## config.mk

```make
export PLATFORM = sky130hd
export DESIGN_NAME = clamped_pwm_gen
export DESIGN_NICKNAME = d
export VERILOG_FILES = /design/src/rtl/cpwm_pkg.sv /design/src/rtl/cpwm_carrier.sv /design/src/rtl/cpwm_duty_calc.sv /design/src/rtl/cpwm_cal_window.sv /design/src/rtl/clamped_pwm_gen.sv
export SDC_FILE = /design/constraint.sdc
export NUM_CORES = 1
export LEC_CHECK = 0
export ABC_AREA = 1
export CAP_MARGIN = 40
export CORE_UTILIZATION = 31
export DETAILED_ROUTE_END_ITERATION = 10
export PLACE_DENSITY_LB_ADDON = 0.25
export SLEW_MARGIN = 20
export SYNTH_ARGS = -nofsm -noshare
export SYNTH_HDL_FRONTEND = slang
export SYNTH_HIERARCHICAL = 1
export SYNTH_SLANG_ARGS = --single-unit
export TNS_END_PERCENT = 10
```

## constraint.sdc

```tcl
create_clock -name clk_i -period 9.5 [get_ports clk_i]
set_clock_uncertainty 0.1 [all_clocks]
set_input_delay 1.9 -clock clk_i [delete_from_list [all_inputs] [get_ports clk_i]]
set_output_delay 1.9 -clock clk_i [all_outputs]
set_load 0.02 [all_outputs]
```

## src/rtl/cpwm_pkg.sv

```systemverilog
`timescale 1ns/1ps
package cpwm_pkg;
  typedef enum logic {
    SENS_FINE   = 1'b0,
    SENS_COARSE = 1'b1
  } sens_range_e;
endpackage

```

## src/rtl/cpwm_carrier.sv

```systemverilog
`timescale 1ns/1ps
module cpwm_carrier #(
  parameter int FTRIM_W     = 4,
  parameter int PERIOD_MAX  = 560,
  parameter int PERIOD_STEP = 20,
  localparam int PER_W      = $clog2(PERIOD_MAX + 1)
) (
  input  logic               clk_i,
  input  logic               rst_ni,
  input  logic [FTRIM_W-1:0] ftrim_i,
  output logic [PER_W-1:0]   per_next_o,
  output logic [PER_W-1:0]   period_o,
  output logic [PER_W-1:0]   cnt_o,
  output logic               wrap_o
);
  logic [PER_W-1:0] cnt_q, period_q;

  assign per_next_o = PER_W'(PERIOD_MAX) - PER_W'(PERIOD_STEP) * PER_W'(ftrim_i);
  assign wrap_o     = (cnt_q == period_q - PER_W'(1));
  assign period_o   = period_q;
  assign cnt_o      = cnt_q;

  always_ff @(posedge clk_i or negedge rst_ni) begin
    if (!rst_ni) begin
      cnt_q    <= '0;
      period_q <= PER_W'(PERIOD_MAX);
    end else if (wrap_o) begin
      cnt_q    <= '0;
      period_q <= per_next_o;
    end else begin
      cnt_q    <= cnt_q + PER_W'(1);
    end
  end

  AST_CNT_IN_PERIOD: assert property (@(posedge clk_i) disable iff (!rst_ni)
    cnt_q < period_q);
  AST_PERIOD_ONLY_AT_WRAP: assert property (@(posedge clk_i) disable iff (!rst_ni)
    !wrap_o |=> $stable(period_q));
endmodule

```

## src/rtl/cpwm_duty_calc.sv

```systemverilog
`timescale 1ns/1ps
module cpwm_duty_calc
  import cpwm_pkg::*;
#(
  parameter int FIELD_W    = 12,
  parameter int QTRIM_W    = 9,
  parameter int STRIM_W    = 9,
  parameter int FRAC_W     = 10,
  parameter int SENS_SHIFT = 10,
  parameter int CLAMP_LO   = 82,
  parameter int CLAMP_HI   = 942
) (
  input  logic signed [FIELD_W-1:0] field_i,
  input  logic [QTRIM_W-1:0]        qtrim_i,
  input  logic [STRIM_W-1:0]        strim_i,
  input  logic                      hold_q_i,
  output logic [FRAC_W-1:0]         frac_o
);
  localparam int QFINE_W = QTRIM_W - 1;
  localparam int FINE_W  = STRIM_W - 1;
  localparam int HALF    = 1 << (FRAC_W - 1);
  // product of signed field and non-negative gain, plus one bit of headroom for the add
  localparam int PROD_W  = FIELD_W + STRIM_W + 1;
  localparam int SUM_W   = PROD_W + 1;
  localparam logic signed [SUM_W-1:0] LO_S = SUM_W'(CLAMP_LO);
  localparam logic signed [SUM_W-1:0] HI_S = SUM_W'(CLAMP_HI);

  sens_range_e              rng;
  logic [FRAC_W-1:0]        q_frac;
  logic [STRIM_W-1:0]       gain;
  logic signed [PROD_W-1:0] fld_x, gain_x, prod, delta;
  logic signed [SUM_W-1:0]  q_s, sum;

  // quiescent code reverses direction at its top bit
  assign q_frac = qtrim_i[QTRIM_W-1]
                ? FRAC_W'(HALF - 1) - FRAC_W'(qtrim_i[QFINE_W-1:0])
                : FRAC_W'(HALF)     + FRAC_W'(qtrim_i[QFINE_W-1:0]);

  assign rng  = sens_range_e'(strim_i[STRIM_W-1]);
  assign gain = (rng == SENS_COARSE) ? {strim_i[FINE_W-1:0], 1'b0}
                                     : {1'b0, strim_i[FINE_W-1:0]};

  assign fld_x  = PROD_W'(field_i);
  assign gain_x = PROD_W'($signed({1'b0, gain}));
  assign prod   = fld_x * gain_x;
  assign delta  = prod >>> SENS_SHIFT;
  assign q_s    = SUM_W'($signed({1'b0, q_frac}));
  assign sum    = hold_q_i ? q_s : q_s + SUM_W'(delta);

  always_comb begin
    if (sum < LO_S)      frac_o = FRAC_W'(CLAMP_LO);
    else if (sum > HI_S) frac_o = FRAC_W'(CLAMP_HI);
    else                 frac_o = FRAC_W'(sum);
  end
endmodule

```

## src/rtl/cpwm_cal_window.sv

```systemverilog
`timescale 1ns/1ps
module cpwm_cal_window #(
  parameter int CAL_PERIODS = 50,
  localparam int CW         = $clog2(CAL_PERIODS + 1)
) (
  input  logic clk_i,
  input  logic rst_ni,
  input  logic wrap_i,
  input  logic cal_en_i,
  output logic active_o
);
  logic [CW-1:0] cnt_q;
  logic          win_q;

  always_ff @(posedge clk_i or negedge rst_ni) begin
    if (!rst_ni) begin
      cnt_q <= '0;
      win_q <= 1'b1;
    end else if (wrap_i && win_q) begin
      cnt_q <= cnt_q + CW'(1);
      if (cnt_q == CW'(CAL_PERIODS - 1)) win_q <= 1'b0;
    end
  end

  assign active_o = win_q & cal_en_i;

  AST_WINDOW_ONCE: assert property (@(posedge clk_i) disable iff (!rst_ni)
    !win_q |=> !win_q);
  AST_WINDOW_CLOSES_AT_WRAP: assert property (@(posedge clk_i) disable iff (!rst_ni)
    $fell(win_q) |-> $past(wrap_i));
  AST_WINDOW_COUNT: assert property (@(posedge clk_i) disable iff (!rst_ni)
    win_q |-> cnt_q < CW'(CAL_PERIODS));
endmodule

```

## src/rtl/clamped_pwm_gen.sv

```systemverilog
`timescale 1ns/1ps
module clamped_pwm_gen #(
  parameter int FIELD_W     = 12,
  parameter int QTRIM_W     = 9,
  parameter int STRIM_W     = 9,
  parameter int FTRIM_W     = 4,
  parameter int FRAC_W      = 10,
  parameter int SENS_SHIFT  = 10,
  parameter int CLAMP_LO    = 82,
  parameter int CLAMP_HI    = 942,
  parameter int PERIOD_MAX  = 560,
  parameter int PERIOD_STEP = 20,
  parameter int CAL_PERIODS = 50
) (
  input  logic                      clk_i,
  input  logic                      rst_ni,
  input  logic signed [FIELD_W-1:0] field_i,
  input  logic [QTRIM_W-1:0]        qtrim_i,
  input  logic [STRIM_W-1:0]        strim_i,
  input  logic [FTRIM_W-1:0]        ftrim_i,
  input  logic                      cal_en_i,
  output logic                      pwm_o,
  output logic                      cal_active_o
);
  localparam int PER_W  = $clog2(PERIOD_MAX + 1);
  localparam int SCL_W  = FRAC_W + PER_W;

  logic [PER_W-1:0]  per_next, period, cnt, ticks_next, duty_ticks_q;
  logic              wrap;
  logic [FRAC_W-1:0] frac;
  logic [SCL_W-1:0]  scaled;

  cpwm_carrier #(
    .FTRIM_W(FTRIM_W), .PERIOD_MAX(PERIOD_MAX), .PERIOD_STEP(PERIOD_STEP)
  ) u_carrier (
    .clk_i(clk_i), .rst_ni(rst_ni), .ftrim_i(ftrim_i),
    .per_next_o(per_next), .period_o(period), .cnt_o(cnt), .wrap_o(wrap)
  );

  cpwm_duty_calc #(
    .FIELD_W(FIELD_W), .QTRIM_W(QTRIM_W), .STRIM_W(STRIM_W), .FRAC_W(FRAC_W),
    .SENS_SHIFT(SENS_SHIFT), .CLAMP_LO(CLAMP_LO), .CLAMP_HI(CLAMP_HI)
  ) u_calc (
    .field_i(field_i), .qtrim_i(qtrim_i), .strim_i(strim_i),
    .hold_q_i(cal_active_o), .frac_o(frac)
  );

  cpwm_cal_window #(.CAL_PERIODS(CAL_PERIODS)) u_cal (
    .clk_i(clk_i), .rst_ni(rst_ni), .wrap_i(wrap), .cal_en_i(cal_en_i),
    .active_o(cal_active_o)
  );

  // duty ticks for the period about to start, using that period's length
  assign scaled     = SCL_W'(frac) * SCL_W'(per_next);
  assign ticks_next = PER_W'(scaled >> FRAC_W);

  always_ff @(posedge clk_i or negedge rst_ni) begin
    if (!rst_ni)   duty_ticks_q <= '0;
    else if (wrap) duty_ticks_q <= ticks_next;
  end

  assign pwm_o = (cnt < duty_ticks_q);

  AST_FRAC_IN_CLAMP: assert property (@(posedge clk_i) disable iff (!rst_ni)
    (frac >= FRAC_W'(CLAMP_LO)) && (frac <= FRAC_W'(CLAMP_HI)));
  AST_TICKS_BELOW_PERIOD: assert property (@(posedge clk_i) disable iff (!rst_ni)
    duty_ticks_q < period);
  AST_DUTY_ONLY_AT_WRAP: assert property (@(posedge clk_i) disable iff (!rst_ni)
    !wrap |=> $stable(duty_ticks_q));
endmodule

```

Word level (Yosys, flattened, before mapping)
Cells that the tools add are included.

storage, ports and cells
  flip-flop bits (word level) = 37
  logic and storage cells = 29
  output and inout port bits = 2
  input port bits = 37

operators by class
  $add $sub $neg = 7
  multipliers = 3
  bitwise operators = 1
  reduce and logical (&&, ||, !) cells = 2
  equal/unequal tests = 2
  order comparisons = 3
  multiplexer cells = 6

operators by type and width
  kind                                                          count
  two-way mux 10 bit                                            4
  > comparator 23 x 11 -> 1 bit (second input constant)         1
  less-than comparator 23 x 8 -> 1 bit (second input constant)  1
  two-way mux 23 bit                                            1
  multiplier 12 x 10 -> 22 bit                                  1
  multiplier 10 x 10 -> 20 bit                                  1
  adder 11 x 12 -> 13 bit                                       1
  adder 10 x 1 -> 10 bit (second input constant)                1
  adder 10 x 8 -> 10 bit (first input constant)                 1
  equality test 10 bit                                          1
  less-than comparator 10 bit                                   1
  subtractor 10 x 1 -> 10 bit (second input constant)           1
  subtractor 10 x 9 -> 10 bit (first input constant)            1
  subtractor 9 x 8 -> 10 bit (first input constant)             1
  two-way mux 9 bit                                             1
  multiplier 3 x 4 -> 7 bit (first input constant)              1
  adder 6 x 1 -> 6 bit (second input constant)                  1
  equality test 6 bit (second input constant)                   1
  AND reduction 2 bit                                           1
  AND 1 bit                                                     1
  logical AND 1 bit                                             1

Depth between registers and ports, before layout
  depth in word-level cells = 8
  depth in mapped cells = 66
  gate-level depth less buffers = 65

Modules after synthesis
Netlist, hierarchy kept.

by module, submodules not included
  module           instances  cells an instance  area each (µm²)
  cpwm_duty_calc   1          828                5562.8
  clamped_pwm_gen  1          577                4113.9
  cpwm_carrier     1          186                1511.4
  cpwm_cal_window  1          45                 386.6

Least setup slack after synthesis
Ideal clock, no wire load.

  path type = input to register
  from = input strim_i[8]
  to = register duty_ticks_q[3]
  path buffers = 1
  arrival time = 12.126 ns
  slack = -2.846 ns
  data required time = 9.279 ns
  stages = 58
  cells stage by stage = inv_2 -> or2_2 -> o21ai_1 -> inv_1 -> nand2_1 -> fa_1 -> fa_1 -> inv_1 -> fa_1 -> fa_1 -> inv_1 -> fa_1 -> inv_1 -> ha_1 -> nand2_1 -> nand2_1 -> inv_1 -> nor2_1 -> [... 22 more ...] -> nand2_1 -> fa_1 -> inv_1 -> fa_1 -> inv_1 -> fa_1 -> inv_1 -> fa_1 -> inv_1 -> fa_1 -> inv_1 -> ha_1 -> a21oi_1 -> o21ai_0 -> a21boi_0 -> nand3_1 -> nand3_1 -> o21ai_1

on the way
  cells in the longest elaborated chain, start to end = 8
  elaborated cells between the ends (all ways) = 9

ends and longest elaborated chain
  element                           line                   text
  start: declaration                clamped_pwm_gen.sv:19  input logic [STRIM_W-1:0] strim_i,
  two-way mux 9 bit (*)             cpwm_duty_calc.sv:40   assign gain = (rng == SENS_COARSE) ? {strim_i[FINE_W-1:0], 1'b0}
  multiplier 12 x 10 -> 22 bit (*)  cpwm_duty_calc.sv:45   assign prod = fld_x * gain_x;
  adder 11 x 12 -> 13 bit (*)       cpwm_duty_calc.sv:48   assign sum = hold_q_i ? q_s : q_s + SUM_W'(delta);
  two-way mux 23 bit (*)            cpwm_duty_calc.sv:48
  > comparator 23 x 11 -> 1 bit     cpwm_duty_calc.sv:52   else if (sum > HI_S) frac_o = FRAC_W'(CLAMP_HI);
  two-way mux 10 bit                cpwm_duty_calc.sv:52
  two-way mux 10 bit (*)            cpwm_duty_calc.sv:51   if (sum < LO_S) frac_o = FRAC_W'(CLAMP_LO);
  named net frac[5]                 clamped_pwm_gen.sv:30  logic [FRAC_W-1:0] frac;
  multiplier 10 x 10 -> 20 bit (*)  clamped_pwm_gen.sv:54  assign scaled = SCL_W'(frac) * SCL_W'(per_next);
  end signal: assignment            clamped_pwm_gen.sv:59  else if (wrap) duty_ticks_q <= ticks_next;
  end: declaration                  clamped_pwm_gen.sv:28  logic [PER_W-1:0] per_next, period, cnt, ticks_next, duty_ticks_q;

Mark *: on every way through the listed nets, which the timed path passes. The rest lies on a longest branch.
A chain may end at the register's enable or synchronous reset.

Worst setup path in the final report
  from = input strim_i[8]
  to = register duty_ticks_q[0]

The elaborated chain is that of the path after synthesis.

==> out/results.ini <==
[clocking]
cts_tree = built
h-tree-depth = 2
clkLatencyLatePin_ps = 280
cts_buffers = 5
ctsHoldBuffers = 0
cts_root_buffer = clkbuf_16
clock-sinks = 35
clk_path_buf_depth = 2
path_clk_slew_ps = 60

[placed_design]
port-buffer-count = 38
globalplace.congestion = 0.854
dp_cells = 2326
place_ws_ps = -3530
post-dp-hpwl_mm = 25.2
placed_cell_area_um2 = 14300

[layout]
seq_area_um2 = 881
syn2layout_area_growth_pct = 34.9
nets = 2232
final_util_pct = 42.6
num_antenna_cells = 0
drive_gt1_share_pct = 29.3
multi_input_area_um2 = 10000
post-route-cell-area_um2 = 15600
fin_cells = 2380
fillCellCount = 3733

[global_routing]
antenna_found_initial = 0
grt_max_degree = 36
grt_pass1_vias = 11262
overflow = 0
gr-usage-all-layers_pct = 16.2
grt_pass1_wl_mm = 51.6

[hold_path]
hold_depth = 2
hold_class = flop to flop
holdPathEnd = u_carrier/period_o[9]$_DFFE_PN1N_
hp-start = u_carrier/period_o[9]$_DFFE_PN1N_

[sta]
setup_viol = 10
rsz0062_at_grt = true
max_freq_ghz = 0.0829
slew_violations = 0
slew_headroom_pct = 63.4
setup_ws_ps = -2560
min_period_ps = 12060
final_hold_viol_count = 0
worstMarginPinSlew_ps = 548
post-route-period-util_pct = 127

[setup_path]
criticalPathCategory = primary input to flop
cp-start-kind = primary input
reg2regPathDepth = 30
required_ps = 9570
slowest_stage = fa_1
critPathMaxFanout = 7
cpPeakStageDelay_ps = 590
r2r_slack_ps = 2990
cpMostUsedCell = fa_1
r2r-start = u_cal/win_q$_DFFE_PN1P_
critical_path.endpoint_type = flop
cp.arrival_ps = 12130
r2r-end = duty_ticks_q[0]$_DFFE_PN0P_

[floorplan]
num_rows = 70
fp.dieH_um = 195
core_um2 = 36600
io_pins = 39
initial_core_util_pct = 31.6
die_area_um2 = 38100
die_x_um = 195

[logic_synthesis]
syn_inst = 1634
netlist_area_um2 = 11600
yosysWarnings = 6
avgSynthCellArea_um2 = 7.07

[run_status]
outcome = complete, but fails checks
violations = negative setup slack

[route]
routed_via_density = 4.48
remaining_drc_errors = 0
wl_per_cell_um = 12.5
dr.pass1.iters = 8
wl_mm = 29.7
dr_total_vias = 10651
drt-initial-drc-count = 443
antenna_left = 0

[flow_run]
drv_cap = 0

[sequential cells by signal (all words and copies together) (netlist names)]
| name | count |
|---|---|
| u_carrier/period_o | 8 |
| duty_ticks_q | 10 |
| u_carrier/cnt_o | 10 |
| u_cal/win_q | 1 |
| u_cal/cnt_q | 6 |
[worst max-delay path: cells and delay by family]
family | cells | cell delay (ps)
buffers and inverters | 12 | 1060
adders and majority gates | 13 | 6010
AOI/OAI and AO/OA | 6 | 790
xor gates and xnor gates | 2 | 320
and+or+nand+nor | 21 | 2010
[per-stage QoR]
stage               hold slack [ps]  TNS (ps)
floorplan                       349    -19310
finish                          369    -24840
CTS                             376    -26300
global placement                365    -33770
global route                    390    -29380
detailed placement              367    -34820
[how the worst max path moves through the flow]
stage	from	cells past startpoint	to	slack [ps]
finish	strim_i[8]	54	duty_ticks_q[0]$_DFFE_PN0P_	-2560
global route	strim_i[8]	59	duty_ticks_q[6]$_DFFE_PN0P_	-3010
CTS	strim_i[2]	59	duty_ticks_q[5]$_DFFE_PN0P_	-2670
detailed placement	strim_i[8]	55	duty_ticks_q[3]$_DFFE_PN0P_	-3530
global placement	strim_i[8]	55	duty_ticks_q[3]$_DFFE_PN0P_	-3440
floorplan	strim_i[8]	57	duty_ticks_q[6]$_DFFE_PN0P_	-1990
[layer usage]
metal	track usage, %	up-vias	wire [um]
met5	0	-	0
li1	-	5412	-
met4	2.68	0	348
met2	30.0	140	15000
met1	20.8	5068	13500
met3	1.28	31	881
[what timing repair did]
action	in CTS	in global routing
endpoints found under the hold margin	0	0
setup endpoints to repair	10	10
buffers inserted	15	32
resized for setup	60	176
pin swaps	47	120
[cell usage in the layout (no fill, tap or decap), types with 10 or more instances in the layout]
master and n:
a21oi_1 24, buf_4 252, buf_6 10, clkdlybuf4s50_1 21
dfrtp_1 31, dlymetal6s2s_1 13, fa_1 149, ha_1 106
ha_4 19, inv_1 354, inv_2 37, nand2_1 388
nand2_2 60, nand2_4 28, nand3_1 72, nand3_2 12
nand4_1 13, nor2_1 95, nor2_2 23, nor2_4 28
o21ai_0 11, o21ai_1 14, xnor2_1 10, xor2_1 21
[area by class of cell]
cell class	count	area share [%]
Clock inverter	3	0.128
Timing Repair Buffer	301	15.6
Inverter	401	9.92
Multi-Input combinational cell	1167	64.1
Sequential cell	35	5.65
Tap cell	468	3.76
Clock buffer	5	0.803
Power is left out: the tool's default activity adds up to more than one toggle a clock period on the data nets, which glitch-free logic cannot reach.
